File: config.mk
export PLATFORM = sky130hd
export DESIGN_NAME = eic_ctrl
export DESIGN_NICKNAME = d
export VERILOG_FILES = /design/src/rtl/eic_pkg.sv /design/src/rtl/eic_sync.sv /design/src/rtl/eic_regs.sv /design/src/rtl/eic_pin.sv /design/src/rtl/eic_ctrl.sv
export SDC_FILE = /design/constraint.sdc
export NUM_CORES = 1
export LEC_CHECK = 0
export BUFFER_PORTS_ARGS = -buffer_cell sky130_fd_sc_hd__buf_4
export CORE_ASPECT_RATIO = 2
export CORE_MARGIN = 3
export CORE_UTILIZATION = 30
export CTS_BUF_LIST = sky130_fd_sc_hd__clkbuf_2
export DETAILED_ROUTE_END_ITERATION = 10
export PLACE_DENSITY_LB_ADDON = 0.08
export SYNTH_ARGS = -nofsm -noshare
export SYNTH_HDL_FRONTEND = slang
export SYNTH_SLANG_ARGS = --single-unit
export TNS_END_PERCENT = 10
File: constraint.sdc
create_clock -name clk -period 1.5 [get_ports clk]
set_input_delay 0.075 -clock clk [delete_from_list [all_inputs] [get_ports clk]]
set_output_delay 0.075 -clock clk [all_outputs]
set_load 0.03 [all_outputs]
File: src/rtl/eic_pkg.sv
package eic_pkg;
  typedef enum logic [1:0] {
    SENSE_LOW  = 2'b00,
    SENSE_ANY  = 2'b01,
    SENSE_FALL = 2'b10,
    SENSE_RISE = 2'b11
  } sense_e;

  localparam int ADDR_W = 2;
  localparam logic [ADDR_W-1:0] ADDR_SENSE_LO = 2'd0;
  localparam logic [ADDR_W-1:0] ADDR_SENSE_HI = 2'd1;
  localparam logic [ADDR_W-1:0] ADDR_MASK     = 2'd2;
  localparam logic [ADDR_W-1:0] ADDR_FLAG     = 2'd3;
endpackage

File: src/rtl/eic_sync.sv
module eic_sync #(
  parameter int   W       = 8,
  parameter int   STAGES  = 2,
  parameter logic RST_VAL = 1'b1
) (
  input  logic         clk,
  input  logic         rst,
  input  logic [W-1:0] d,
  output logic [W-1:0] q
);
  logic [W-1:0] stage_q [STAGES];

  always_ff @(posedge clk) begin
    if (rst) begin
      for (int k = 0; k < STAGES; k++) stage_q[k] <= {W{RST_VAL}};
    end else begin
      stage_q[0] <= d;
      for (int k = 1; k < STAGES; k++) stage_q[k] <= stage_q[k-1];
    end
  end

  assign q = stage_q[STAGES-1];
endmodule

File: src/rtl/eic_regs.sv
module eic_regs
  import eic_pkg::*;
#(
  parameter int NUM_PINS = 8
) (
  input  logic                  clk,
  input  logic                  rst,
  input  logic                  wr_en,
  input  logic                  rd_en,
  input  logic [ADDR_W-1:0]     addr,
  input  logic [NUM_PINS-1:0]   wdata,
  input  logic [NUM_PINS-1:0]   flags,
  output logic [2*NUM_PINS-1:0] sense,
  output logic [NUM_PINS-1:0]   mask,
  output logic [NUM_PINS-1:0]   flag_clr,
  output logic [NUM_PINS-1:0]   rdata
);
  logic [NUM_PINS-1:0] sense_lo_q, sense_hi_q, mask_q;

  always_ff @(posedge clk) begin
    if (rst) begin
      sense_lo_q <= '0;
      sense_hi_q <= '0;
      mask_q     <= '0;
    end else if (wr_en) begin
      case (addr)
        ADDR_SENSE_LO: sense_lo_q <= wdata;
        ADDR_SENSE_HI: sense_hi_q <= wdata;
        ADDR_MASK:     mask_q     <= wdata;
        default:       ;
      endcase
    end
  end

  always_ff @(posedge clk) begin
    if (rst) begin
      rdata <= '0;
    end else if (rd_en) begin
      case (addr)
        ADDR_SENSE_LO: rdata <= sense_lo_q;
        ADDR_SENSE_HI: rdata <= sense_hi_q;
        ADDR_MASK:     rdata <= mask_q;
        default:       rdata <= flags;
      endcase
    end
  end

  assign flag_clr = (wr_en && addr == ADDR_FLAG) ? wdata : '0;
  assign sense    = {sense_hi_q, sense_lo_q};
  assign mask     = mask_q;
endmodule

File: src/rtl/eic_pin.sv
module eic_pin
  import eic_pkg::*;
#(
  parameter int WAKE_SAMPLES = 2
) (
  input  logic   clk,
  input  logic   rst,
  input  logic   pin_s,
  input  sense_e mode,
  input  logic   enabled,
  input  logic   flag_clr,
  input  logic   pwr_down,
  input  logic   wake_tick,
  output logic   flag,
  output logic   level_low,
  output logic   wake_hit
);
  localparam int CW = $clog2(WAKE_SAMPLES + 1);
  localparam logic [CW-1:0] LAST = CW'(WAKE_SAMPLES - 1);

  logic          prev_q;
  logic          edge_hit;
  logic          qual;
  logic [CW-1:0] cnt_q;

  always_comb begin
    case (mode)
      SENSE_ANY:  edge_hit = pin_s ^ prev_q;
      SENSE_FALL: edge_hit = prev_q & ~pin_s;
      SENSE_RISE: edge_hit = ~prev_q & pin_s;
      default:    edge_hit = 1'b0;
    endcase
  end

  always_ff @(posedge clk) begin
    if (rst) begin
      prev_q <= 1'b1;
      flag   <= 1'b0;
    end else begin
      prev_q <= pin_s;
      if (edge_hit)      flag <= 1'b1;
      else if (flag_clr) flag <= 1'b0;
    end
  end

  assign level_low = (mode == SENSE_LOW) && !pin_s;
  assign qual      = enabled && level_low;

  always_ff @(posedge clk) begin
    if (rst || !pwr_down) begin
      cnt_q    <= '0;
      wake_hit <= 1'b0;
    end else if (wake_tick) begin
      if (qual) begin
        if (cnt_q >= LAST) wake_hit <= 1'b1;
        else               cnt_q    <= cnt_q + 1'b1;
      end else begin
        cnt_q <= '0;
      end
    end
  end
endmodule

File: src/rtl/eic_ctrl.sv
module eic_ctrl
  import eic_pkg::*;
#(
  parameter int NUM_PINS     = 8,
  parameter int SYNC_STAGES  = 2,
  parameter int WAKE_SAMPLES = 2
) (
  input  logic                clk,
  input  logic                rst,
  input  logic [NUM_PINS-1:0] pin_in,
  input  logic                gie,
  input  logic                wr_en,
  input  logic                rd_en,
  input  logic [ADDR_W-1:0]   addr,
  input  logic [NUM_PINS-1:0] wdata,
  output logic [NUM_PINS-1:0] rdata,
  input  logic                pwr_down,
  input  logic                startup_done,
  input  logic                wake_tick,
  output logic [NUM_PINS-1:0] irq_req,
  output logic                irq_any,
  output logic                wake
);
  logic [NUM_PINS-1:0]   pin_s;
  logic [2*NUM_PINS-1:0] sense;
  logic [NUM_PINS-1:0]   mask_q, flag_clr, flags, level_low, wake_hit, req_d;
  logic                  hold;

  eic_sync #(.W(NUM_PINS), .STAGES(SYNC_STAGES), .RST_VAL(1'b1)) i_sync (
    .clk(clk), .rst(rst), .d(pin_in), .q(pin_s)
  );

  eic_regs #(.NUM_PINS(NUM_PINS)) i_regs (
    .clk(clk), .rst(rst), .wr_en(wr_en), .rd_en(rd_en), .addr(addr),
    .wdata(wdata), .flags(flags), .sense(sense), .mask(mask_q),
    .flag_clr(flag_clr), .rdata(rdata)
  );

  assign hold = pwr_down && !startup_done;

  for (genvar i = 0; i < NUM_PINS; i++) begin : g_pin
    sense_e mode;
    assign mode = sense_e'(sense[2*i +: 2]);

    eic_pin #(.WAKE_SAMPLES(WAKE_SAMPLES)) i_pin (
      .clk(clk), .rst(rst), .pin_s(pin_s[i]), .mode(mode),
      .enabled(gie && mask_q[i]), .flag_clr(flag_clr[i]),
      .pwr_down(pwr_down), .wake_tick(wake_tick),
      .flag(flags[i]), .level_low(level_low[i]), .wake_hit(wake_hit[i])
    );

    assign req_d[i] = gie && mask_q[i] && !hold &&
                      ((mode == SENSE_LOW) ? level_low[i] : flags[i]);
  end

  always_ff @(posedge clk) begin
    if (rst) begin
      irq_req <= '0;
      irq_any <= 1'b0;
    end else begin
      irq_req <= req_d;
      irq_any <= |req_d;
    end
  end

  assign wake = |wake_hit;
endmodule

### After elaboration in Yosys (flattened, before gate mapping)

Memory sizes are Yosys's and may differ from the RTL's.
Index checks and enable logic that the tools add are counted.
W data, S select, Z words.

* reduce and logical (&&, ||, !) cells: 92
* bitwise operators: 42
* add/sub/neg operators: 8
* muxes and demuxes: 55
* eq/ne operators: 35
* $lt $le $gt $ge: 8

Operators with widths (count)
* $logic_and A1 B1 Y1: 42
* $eq A2 B2 Y1 const B: 18
* $mux W2: 16
* $mux W1: 27
* $mux W8: 3
* $pmux W1 S3: 8
* $pmux W8 S3: 1
* $reduce_and A3 Y1: 8
* $reduce_and A2 Y1: 11
* $eq A2 B1 Y1 const B: 9
* $logic_not A2 Y1: 9
* $add A2 B1 Y2 const B: 8
* $and A1 B1 Y1: 16
* $ge A2 B1 Y1 const B: 8
* $ne A2 B2 Y1 const B: 8
* $not A1 Y1: 16
* $reduce_bool A2 Y1: 8
* $reduce_or A8 Y1: 2
* $logic_not A1 Y1: 11
* $xor A1 B1 Y1: 8
* $or A1 B1 Y1: 2
* $logic_or A1 B1 Y1: 1

* memory bits (writable): 16
* input port bits: 26
* logic and storage cells: 279
* memories: 1
* register bits: 81

Memory list
* i_sync.stage_q: words 2, width 8, read ports 2, clocked after memory_dff 0, wr ports 2, RTL line eic_sync.sv:11 `logic [W-1:0] stage_q [STAGES];`

### Depth between registers and ports, before layout

Gate-level depths: netlist (run 1).

* word-level depth: 6
* mapped depth: 6
* depth with buffers taken out: 6

### Hierarchy

Synthesis (run 1) repeated with hierarchy kept, for this count alone.

* cells, all modules: 469
* area total of the unflattened synthesis: 4722.0 µm²

By module, submodules not included
* eic_pin (g_pin[0].i_pin ...): cells each 31, times used 7, area each 294.0 µm²
* eic_regs: cells each 125, times used 1, area each 1410.1 µm²
* eic_sync: cells each 41, times used 1, area each 491.7 µm²
* eic_ctrl: cells each 57, times used 1, area each 473.0 µm²
* eic_pin (g_pin[6].i_pin): cells each 29, times used 1, area each 289.0 µm²

### Least setup slack after synthesis (run 1)

No wires, ideal clock.

* path type: flip-flop to flip-flop
* from: register i_regs.sense_hi_q[7]
* to: register irq_any
* required time: 1.423 ns
* cell stages (with the launch flop): 5
* setup time: 0.077 ns
* path slack: 0.074 ns
* arrival time: 1.350 ns
* buffers on the path: 0
* clock period less this slack: 1.426 ns
* cells stage by stage: dfxtp_1 or4b_4 and2_4 and4_1 a41oi_2

* cells in the longest elaborated chain, start to end: 5

Ends and longest elaborated chain
* start: declaration: RTL line eic_regs.sv:18 `logic [NUM_PINS-1:0] sense_lo_q, sense_hi_q, mask_q;`
* start signal: assignment: RTL line eic_regs.sv:28 `ADDR_SENSE_HI: sense_hi_q <= wdata;`
* $logic_not A2 Y1 *: RTL line eic_pin.sv:46, eic_ctrl.sv:53
* $logic_and A1 B1 Y1: RTL line eic_pin.sv:46 `assign level_low = (mode == SENSE_LOW) && !pin_s;`
* $mux W1 *: RTL line eic_ctrl.sv:53 `((mode == SENSE_LOW) ? level_low[i] : flags[i]);`
* $logic_and A1 B1 Y1 *: RTL line eic_ctrl.sv:52 `assign req_d[i] = gie && mask_q[i] && !hold &&`
* $reduce_or A8 Y1 *: RTL line eic_ctrl.sv:62 `irq_any <= |req_d;`
* end signal: assignment: RTL line eic_ctrl.sv:62
* end: declaration: RTL line eic_ctrl.sv:21 `output logic irq_any,`

Mark *: on every way between the ends. The rest lies on a longest branch, timed or not.
A chain may end at the register's enable or synchronous reset.

### Worst setup path in the final report (run 1)

* from: register i_regs.sense_lo_q[2]
* to: register irq_any

* cells in the longest elaborated chain, start to end: 5

Ends and longest elaborated chain
* start: declaration: RTL line eic_regs.sv:18
* start signal: assignment: RTL line eic_regs.sv:27 `ADDR_SENSE_LO: sense_lo_q <= wdata;`
* $logic_not A2 Y1 *: RTL line eic_pin.sv:46, eic_ctrl.sv:53
* $logic_and A1 B1 Y1: RTL line eic_pin.sv:46
* $mux W1 *: RTL line eic_ctrl.sv:53
* $logic_and A1 B1 Y1 *: RTL line eic_ctrl.sv:52
* $reduce_or A8 Y1 *: RTL line eic_ctrl.sv:62

Marks and branches as above.

==> flow_results.org, run 1 <==
** Status
- Status :: complete, but fails checks
- Violations in the final reports :: negative setup slack

** Placement
- Final Wtd Congestion :: about 0.75
- Cell area reported after detailed placement :: between 5000 and 6000 sq um
- HPWL after detailed placement :: a little under 9000 um
- Total instance count after detailed placement :: ~700
- Port buffering added 43 buffers.

** Run
- Max Cap Viol :: 0

** Logic synthesis
- Total standard cell area after synthesis :: 4320 sq um
- Synthesis produced a netlist with a net count of 500.
- Cells after synthesis :: 450
- Yosys warns :: 0
- Counting distinct cell types in the post-synthesis netlist gives between 40 and 50.
- Averaged over all synthesized cells, the footprint is between 9 and 10 sq um.
- Sequential element share of the synthesized area :: 0.449
- Post-synthesis sequential element count :: 97

** Clocking
- The H-tree was split into 3 levels.
- The tree built by TritonCTS fans out to a little under 100 sinks.
- Clock-pin slew was measured on the worst setup and hold paths at ~280 ps.
- The tree is rooted in a sky130_fd_sc_hd__clkbuf_2.
- Counting the buffers created by CTS gives 9.
- At the later pin of the worst-skew pair, clock insertion delay measures roughly 570 ps.
- Maximum count of clock buffers along a single path :: 2
- TritonCTS clock tree :: built

** Power
- The analysis attributes to cell leakage a power of ~2.5 nW.
- For this design the ratio of total power to cell area is 860 nW/um^2.
- IR analysis of the VDD net gives a maximum drop of approximately 0.46 mV.

** STA
- Endpoints failing setup :: 3
- Setup skew after layout :: between 30 and 40 ps
- Based on the critical path, the design can be clocked at up to between 0.6 and 0.7 GHz.
- For the pin with the worst max-slew slack, the measured transition is approximately 800 ps.
- The worst pin sits at a relative slew slack of 0.476.
- The smallest clock period supported by the final layout is computed as ~1600 ps.
- On the final layout, the worst hold slack is about 76 ps.
- Slew Viols, Final :: 0
- Endpoints failing hold :: 0
- In the finished design, the share of the clock period the worst path needs comes to 1.03.
- Setup repair after global routing could not meet its margin everywhere.
- Smallest setup slack after layout :: -52.4 ps

** Route
- First DRT Iteration DRCs :: 105
- Post-detailed-route count of antenna-violating nets :: 0
- Dividing the detail-routed via count by the number of cells gives between 4 and 5.
- The final route contains between 3000 and 4000 vias.
- The first TritonRoute pass finished after 4 iterations.
- After detailed routing, the number of remaining DRC violations is 0.
- WL per Instance :: between 15 and 20 um
- After detailed routing, the total wire length is 11700 um.

** Global routing
- Number of global-route vias before repair :: roughly 3500
- Antenna violations before repair :: 1
- GRT overflow :: 0
- Entering global routing, the biggest net connects 65 pins.
- For this run, the total global-route usage over all layers was measured as 0.152.
- The first global-routing pass estimated approximately 19000 um of wire.

** Final layout
- After routing the design area is between 5000 and 6000 sq um.
- Count of nets after finishing :: around 590
- Non-Filler Instances :: 734
- Area growth from synthesis to layout :: 29.1%
- After filler insertion, the fill cell instance count of the layout stands at 1458.
- Leaving out fill and tap cells, the most frequent cell in the layout is sky130_fd_sc_hd__dfxtp_1.
- Leading cell types in the layout, fill and taps excluded :: sky130_fd_sc_hd__dfxtp_1, sky130_fd_sc_hd__buf_4, sky130_fd_sc_hd__nor2_1, sky130_fd_sc_hd__inv_1, sky130_fd_sc_hd__mux2i_1
- Summing all multi-input logic gate instances after layout gives ~2200 sq um.
- The sequential cells in the finished layout cover a total of between 1500 and 2000 sq um.
- Of the cells placed in the final design, the portion with a size suffix greater than 1 is 0.300.

** Min path
- Path class of the lowest-slack min-delay path :: input port to flip-flop
- For hold timing, the worst endpoint is i_regs.sense_hi_q[2]$_SDFFE_PP0P_.
- Hold depth :: 5
- Start point of the worst hold path :: wr_en

** Critical path
- STA classifies the critical path endpoint as a flip-flop.
- STA classifies the critical path startpoint as a flip-flop.
- The worst register-to-register path has a depth of 4.
- Worst Path Arrival :: between 2000 and 2500 ps
- The critical path is of the flip-flop to flip-flop type.
- The worst register-to-register path ends at irq_any$_SDFF_PP0_.
- Largest fanout on the critical path :: 3
- The worst register-to-register path has a setup slack of -50 ps.
- Data on the critical path is required at its endpoint by 2000 ps.
- In this run the critical register-to-register path is launched from i_regs.sense_lo_q[2]$_SDFFE_PP0P_.

** Floorplan
- The floorplan step defined a die boundary enclosing 16000 sq um.
- Number of I/O pins :: 44
- The initial utilization of the core area, before any placement, comes to 0.308.
- Placeable Area :: 14000 sq um
- Number of rows created at floorplan :: 61
- The floorplan step set the die width to 90.9 um.
- Vertical extent of the die :: 176 um
-- kinds of logic after synthesis --
group	synth area share
compound gates	0.0970
fa+ha+maj	0.0695
buf+inv	0.0622
flops	0.449
mux	0.132
simple gates	0.190
-- routing by layer --
metal	GRT usage	wire, um
met3	0.0270	246
met5	0	0
met1	0.168	4710
met2	0.279	6330
met4	0.0674	433
-- worst max-delay path by stage --
stage	startpoint	end	depth (start not counted)
after floorplan	i_regs.sense_hi_q[7]$_SDFFE_PP0P_	irq_any$_SDFF_PP0_	4
after CTS	g_pin[5].i_pin.wake_hit$_SDFFE_PP0P_	wake	3
after detailed placement	i_regs.sense_lo_q[2]$_SDFFE_PP0P_	g_pin[1].i_pin.cnt_q[1]$_SDFFE_PP0P_	4
after global placement	i_sync.stage_q[0][10]$_SDFF_PP1_	irq_any$_SDFF_PP0_	5
after global routing	g_pin[6].i_pin.wake_hit$_SDFFE_PP0P_	wake	3
final	i_regs.sense_lo_q[2]$_SDFFE_PP0P_	irq_any$_SDFF_PP0_	4
-- area by class of cell --
type                            instances  area share
Multi-Input combinational cell        287       0.403
Sequential cell                        97       0.350
Timing Repair Buffer                   98       0.145
Tap cell                              189      0.0424
Inverter                               46      0.0309
Clock inverter                          7      0.0211
Clock buffer                            9     0.00807
Antenna cell                            1    0.000448
-- critical path, cell delays in order, from the launching register on --
cell                      delay (ps)
sky130_fd_sc_hd__dfxtp_1         380
sky130_fd_sc_hd__or4b_4          570
sky130_fd_sc_hd__and2_1          190
sky130_fd_sc_hd__and4_1          190
sky130_fd_sc_hd__a41oi_2         160
-- report_power, final --
part | total, W | leakage, nW | internal (W) | switching, W
Combinational | 0.000489 | 1.62 | 0.000243 | 0.000246
Sequential | 0.00268 | 0.790 | 0.00264 | 0.0000414
Clock | 0.00163 | 0.0862 | 0.000716 | 0.000913
-- synthesized netlist by cell type (all sizes together) --
| cell type | number | area [sq um] |
|---|---|---|
| a211o | 1 | 8.76 |
| a21boi | 1 | 7.51 |
| a21oi | 10 | 50.1 |
| a221oi | 8 | 70.1 |
| a31o | 1 | 8.76 |
| a31oi | 4 | 25.0 |
| a32oi | 5 | 43.8 |
| a41o | 5 | 52.6 |
| a41oi | 1 | 16.3 |
| and2 | 4 | 27.5 |
| and3 | 7 | 43.8 |
| and4 | 1 | 8.76 |
| buf | 8 | 51.3 |
| clkbuf | 12 | 45.0 |
| clkinv | 1 | 3.75 |
| dfxtp | 97 | 1940 |
| ha | 24 | 300 |
| inv | 45 | 169 |
| mux2 | 3 | 33.8 |
| mux2i | 35 | 350 |
| mux4 | 8 | 188 |
| nand2 | 27 | 101 |
| nand2b | 1 | 6.26 |
| nand3b | 2 | 15.0 |
| nand4 | 6 | 37.5 |
| nor2 | 65 | 244 |
| nor2b | 1 | 6.26 |
| nor3 | 7 | 35.0 |
| nor3b | 5 | 37.5 |
| nor4 | 3 | 18.8 |
| nor4b | 1 | 8.76 |
| o211ai | 5 | 37.5 |
| o21a | 1 | 7.51 |
| o21ai | 6 | 30.0 |
| o31ai | 4 | 35.0 |
| o41ai | 3 | 26.3 |
| or2 | 28 | 175 |
| or4b | 4 | 55.1 |
-- repair_timing --
action / CTS / global route
pin swaps: 0 / 5
endpoints found under the setup margin: 6 / 18
cloned: 0 / 0
gates resized for setup: 6 / 26
hold buffers: 22 / 0
hold endpoints to repair: 63 / 0
buffers inserted: 0 / 0
-- registers in the layout (all words and copies together) (netlist names), 8 cells and up --
name and cells:
irq_req 8, i_regs.sense_lo_q 8, g_pin.i_pin.cnt_q 16, g_pin.i_pin.flag 8, i_regs.rdata 8, i_regs.mask 8
g_pin.i_pin.prev_q 8, g_pin.i_pin.wake_hit 8, i_regs.sense_hi_q 8, i_sync.stage_q 16
-- through the flow --
stage / setup WS, ps / power, W / util / setup TNS (ps)
after detailed placement: 12.7 / 0.00317 / 0.359 / 0
after global routing: -200 / 0.00502 / 0.398 / -472
after CTS: -156 / 0.00488 / 0.389 / -207
final: -52.4 / 0.00480 / 0.398 / -97.3
after global placement: 49.4 / 0.00316 / 0.359 / 0
after floorplan: 73.6 / 0.00296 / - / 0
Note: power is estimated with default switching activity, not from simulation.
==> run 2: changes to the inputs <==
Clock period 1.5 ns to 1.93 ns, I/O delays scaled along.
==> run 2 against run 1 <==
Effect of this change:
- the flow now finishes without violations
- clock-buffer cell count grew 1
- die area is the same
- flip-flop and latch count is the same
- highest routed layer unchanged
- sequential power shrank 22%
- design area shrank 6.5%
- final cell count shrank 3.1%
- first-iteration DRC count grew 33%
- hold slack gained 2.1 ps
==> flow_results.org, run 2 (synthesis gave the netlist of run 1 again) <==
** Floorplan
- The core footprint was 14000 sq um (unchanged).
- Vertical extent of the die :: 176 um (unchanged)
- Number of rows created at floorplan :: 61 (unchanged)
- Die area :: 16000 sq um (unchanged)
- Starting utilization of the core area :: 0.308 (unchanged)
- The number of top-level pins was 44 (unchanged).
- The die outline width was 90.9 um (unchanged).

** STA
- Setup repair after global routing left no endpoint under its margin.
- After layout, the minimum clock period comes to between 1500 and 2000 ps.
- The final setup TNS is 0 ps (+97.3 ps).
- The total of endpoints with negative setup slack in the final report was 0 (-3).
- Max frequency :: between 0.6 and 0.7 GHz
- Share of the clock period used by the worst path after layout :: 0.844
- The transition time at the pin with the least slew margin is 794 ps (+7.06 ps).
- Setup skew after layout :: 41.1 ps (+6.62 ps)
- Smallest setup slack after layout :: 300 ps (+353 ps)
- Slew Viols, Final :: 0 (unchanged)
- Final worst hold slack :: 78.5 ps (+2.11 ps)
- The hold violation total from the final report was 0 (unchanged).
- The normalized max-slew margin was 0.471 (-0.00471).

** Power
- The worst-case vdd ir drop came to 0.282 mV (-38%).
- The leakage power of the design was 2.33 nW (-6.8%).
- The power density over the cells is 681 nW/um^2 (-21%).

** Critical path
- The delay of the slowest cell on the worst path was 400 ps (-170 ps).
- The critical path data arrival time was 1530 ps (-520 ps).
- Critical Path Start :: g_pin[5].i_pin.wake_hit$_SDFFE_PP0P_
- The critical path in this run is classified as flip-flop to primary output.
- Worst path slowest cell :: sky130_fd_sc_hd__dfxtp_1
- Worst reg2reg startpoint :: i_regs.sense_hi_q[7]$_SDFFE_PP0P_
- Worst setup path end :: wake
- The biggest fanout along the worst timing path came to 2 (-1).
- The critical path goes through nor4_1 -> nand2_1 -> buf_4.
- CP Capture Type :: primary output
- Data required time of the critical path :: 1830 ps (-170 ps)
- The slack of the worst reg-to-reg path came to 330 ps (+380 ps).
- Kind of start point of the critical path :: flip-flop
- Worst-case reg-to-reg path depth :: 4 (unchanged)
- RR Endpoint :: g_pin[7].i_pin.cnt_q[1]$_SDFFE_PP0P_

** Clocking
- The TritonCTS buffer count came to 9 (unchanged).
- The number of levels the H-tree was split into was 3 (unchanged).
- The register clock-pin slew on the reported worst setup and hold paths is 280 ps (about the same).
- Total setup buffers inserted after CTS :: 0 (unchanged)
- TritonCTS built the clock tree.
- The maximum buffer depth of the clock tree came to 2 (unchanged).
- Number of hold buffers added after CTS :: 24 (+9.1%)
- In this run the clock root is driven by a sky130_fd_sc_hd__clkbuf_2.
- Clock latency on the worst-skew pair :: 590 ps (+20 ps)
- Clock sink count :: 97 (unchanged)
- The post-cts sizing count was 0 (-6).

** Placement
- The number of instances in the placed design is 670 (-3.6%).
- Setup Slack @ Placement :: 355 ps (+342 ps)
- Final Wtd Congestion :: 0.775 (+3.8%)
- HPWL after detailed placement :: 8860 um (+1.8%)
- Number of port buffers :: 43 (unchanged)

** Route
- The post-detailed-routing wire length was 11800 um (+0.36%).
- The iteration-0 DRC count of the detailed router was 140 (+33%).
- The count of vias placed by the detailed router was 3428 (-0.12%).
- The number of search-and-repair iterations in the first detailed-routing pass is 4 (unchanged).
- The total DRC errors in the routed layout is 0 (unchanged).
- The via-per-instance ratio is 4.82 (+3.1%).
- The count of antenna-violating nets left after detailed routing came to 0 (unchanged).
- The wire length per cell came to 16.5 um (+3.6%).

** Final layout
- The final instance count without filler cells is 711 (-3.1%).
- Registers with the most flip-flops :: g_pin.i_pin.cnt_q (16), i_sync.stage_q (16)
- Leading cell type in the layout, fill and taps excluded :: sky130_fd_sc_hd__dfxtp_1
- Leading cell types in the layout, fill and taps excluded :: sky130_fd_sc_hd__dfxtp_1, sky130_fd_sc_hd__nor2_1, sky130_fd_sc_hd__buf_4, sky130_fd_sc_hd__inv_1, sky130_fd_sc_hd__mux2i_1
- Final cell utilization of the core :: 0.372 (-0.0258)
- Area growth from synthesis to layout :: 20.8%
- The final net count came to 566 (-3.9%).
- The ratio of cells with drive above 1 in the final layout came to 0.215 (-0.0847).
- Fillcell total :: 1484 (+1.8%)

** Global routing
- The largest net degree at the start of global routing came to 39 (-40%).
- The final global-route overflow total was 0 (unchanged).
- Antenna violations before repair :: 1 (unchanged)
- Total Routing Usage GR :: 0.153 (+0.000969)
- The via count of the first global-routing pass was 3475 (-0.60%).
- The wire length of the first global-routing pass came to 18700 um (about the same).

** Run
- Max Cap Viol :: 0 (unchanged)

** Status
- Status :: completed

** Min path
- Path class of the lowest-slack min-delay path :: input port to flip-flop
-- run 2: per-layer routing --
metal  up-vias  share of wire  GRT usage
li1       1683              -          -
met1      1656           0.40      0.161
met2        65           0.53      0.281
met3        24          0.022     0.0223
met4         0          0.048     0.0945
met5         -              0          0
-- run 2: cell type report --
class	count	area, sq um	area share
sequential	97	1940	0.372
antenna	1	2.50	0.000479
inverter	46	173	0.0331
multi-input combinational	287	2110	0.405
clock buffer	10	50.0	0.00959
timing repair buffer	75	623	0.119
tap	189	236	0.0453
clock inverter	6	81.3	0.0156
-- run 2: critical path: cells and delay by family (launching register included) --
family                 cells  cell delay, ps
and+or+nand+nor            2             360
DFF                        1             400
buffers and inverters      1             180
-- run 2: worst min-delay path by stage --
stage	startpoint	to	slack, ps	cells after the start
after global routing	wr_en	i_regs.mask[3]$_SDFFE_PP0P_	60	5
after global placement	pin_in[4]	i_sync.stage_q[0][4]$_SDFF_PP1_	280	2
final	addr[1]	i_regs.rdata[0]$_SDFFE_PP0P_	80	4
after floorplan	pin_in[0]	i_sync.stage_q[0][0]$_SDFF_PP1_	200	1
after CTS	wr_en	i_regs.mask[0]$_SDFFE_PP0P_	40	5
after detailed placement	pin_in[5]	i_sync.stage_q[0][5]$_SDFF_PP1_	280	2
-- run 2: per-stage QoR --
stage / area, sq um / power (W)
after floorplan: 4320 / 0.00230
after global placement: 4850 / 0.00243
after detailed placement: 4850 / 0.00243
after CTS: 5220 / 0.00362
after global routing: 5220 / 0.00373
final: 5220 / 0.00355
-- run 2: report_power, final --
| part | switching, W | internal, W | total (W) |
|---|---|---|---|
| registers | 0.0000410 | 0.00205 | 0.00209 |
| logic | 0.000169 | 0.000162 | 0.000331 |
| clock network | 0.000700 | 0.000429 | 0.00113 |
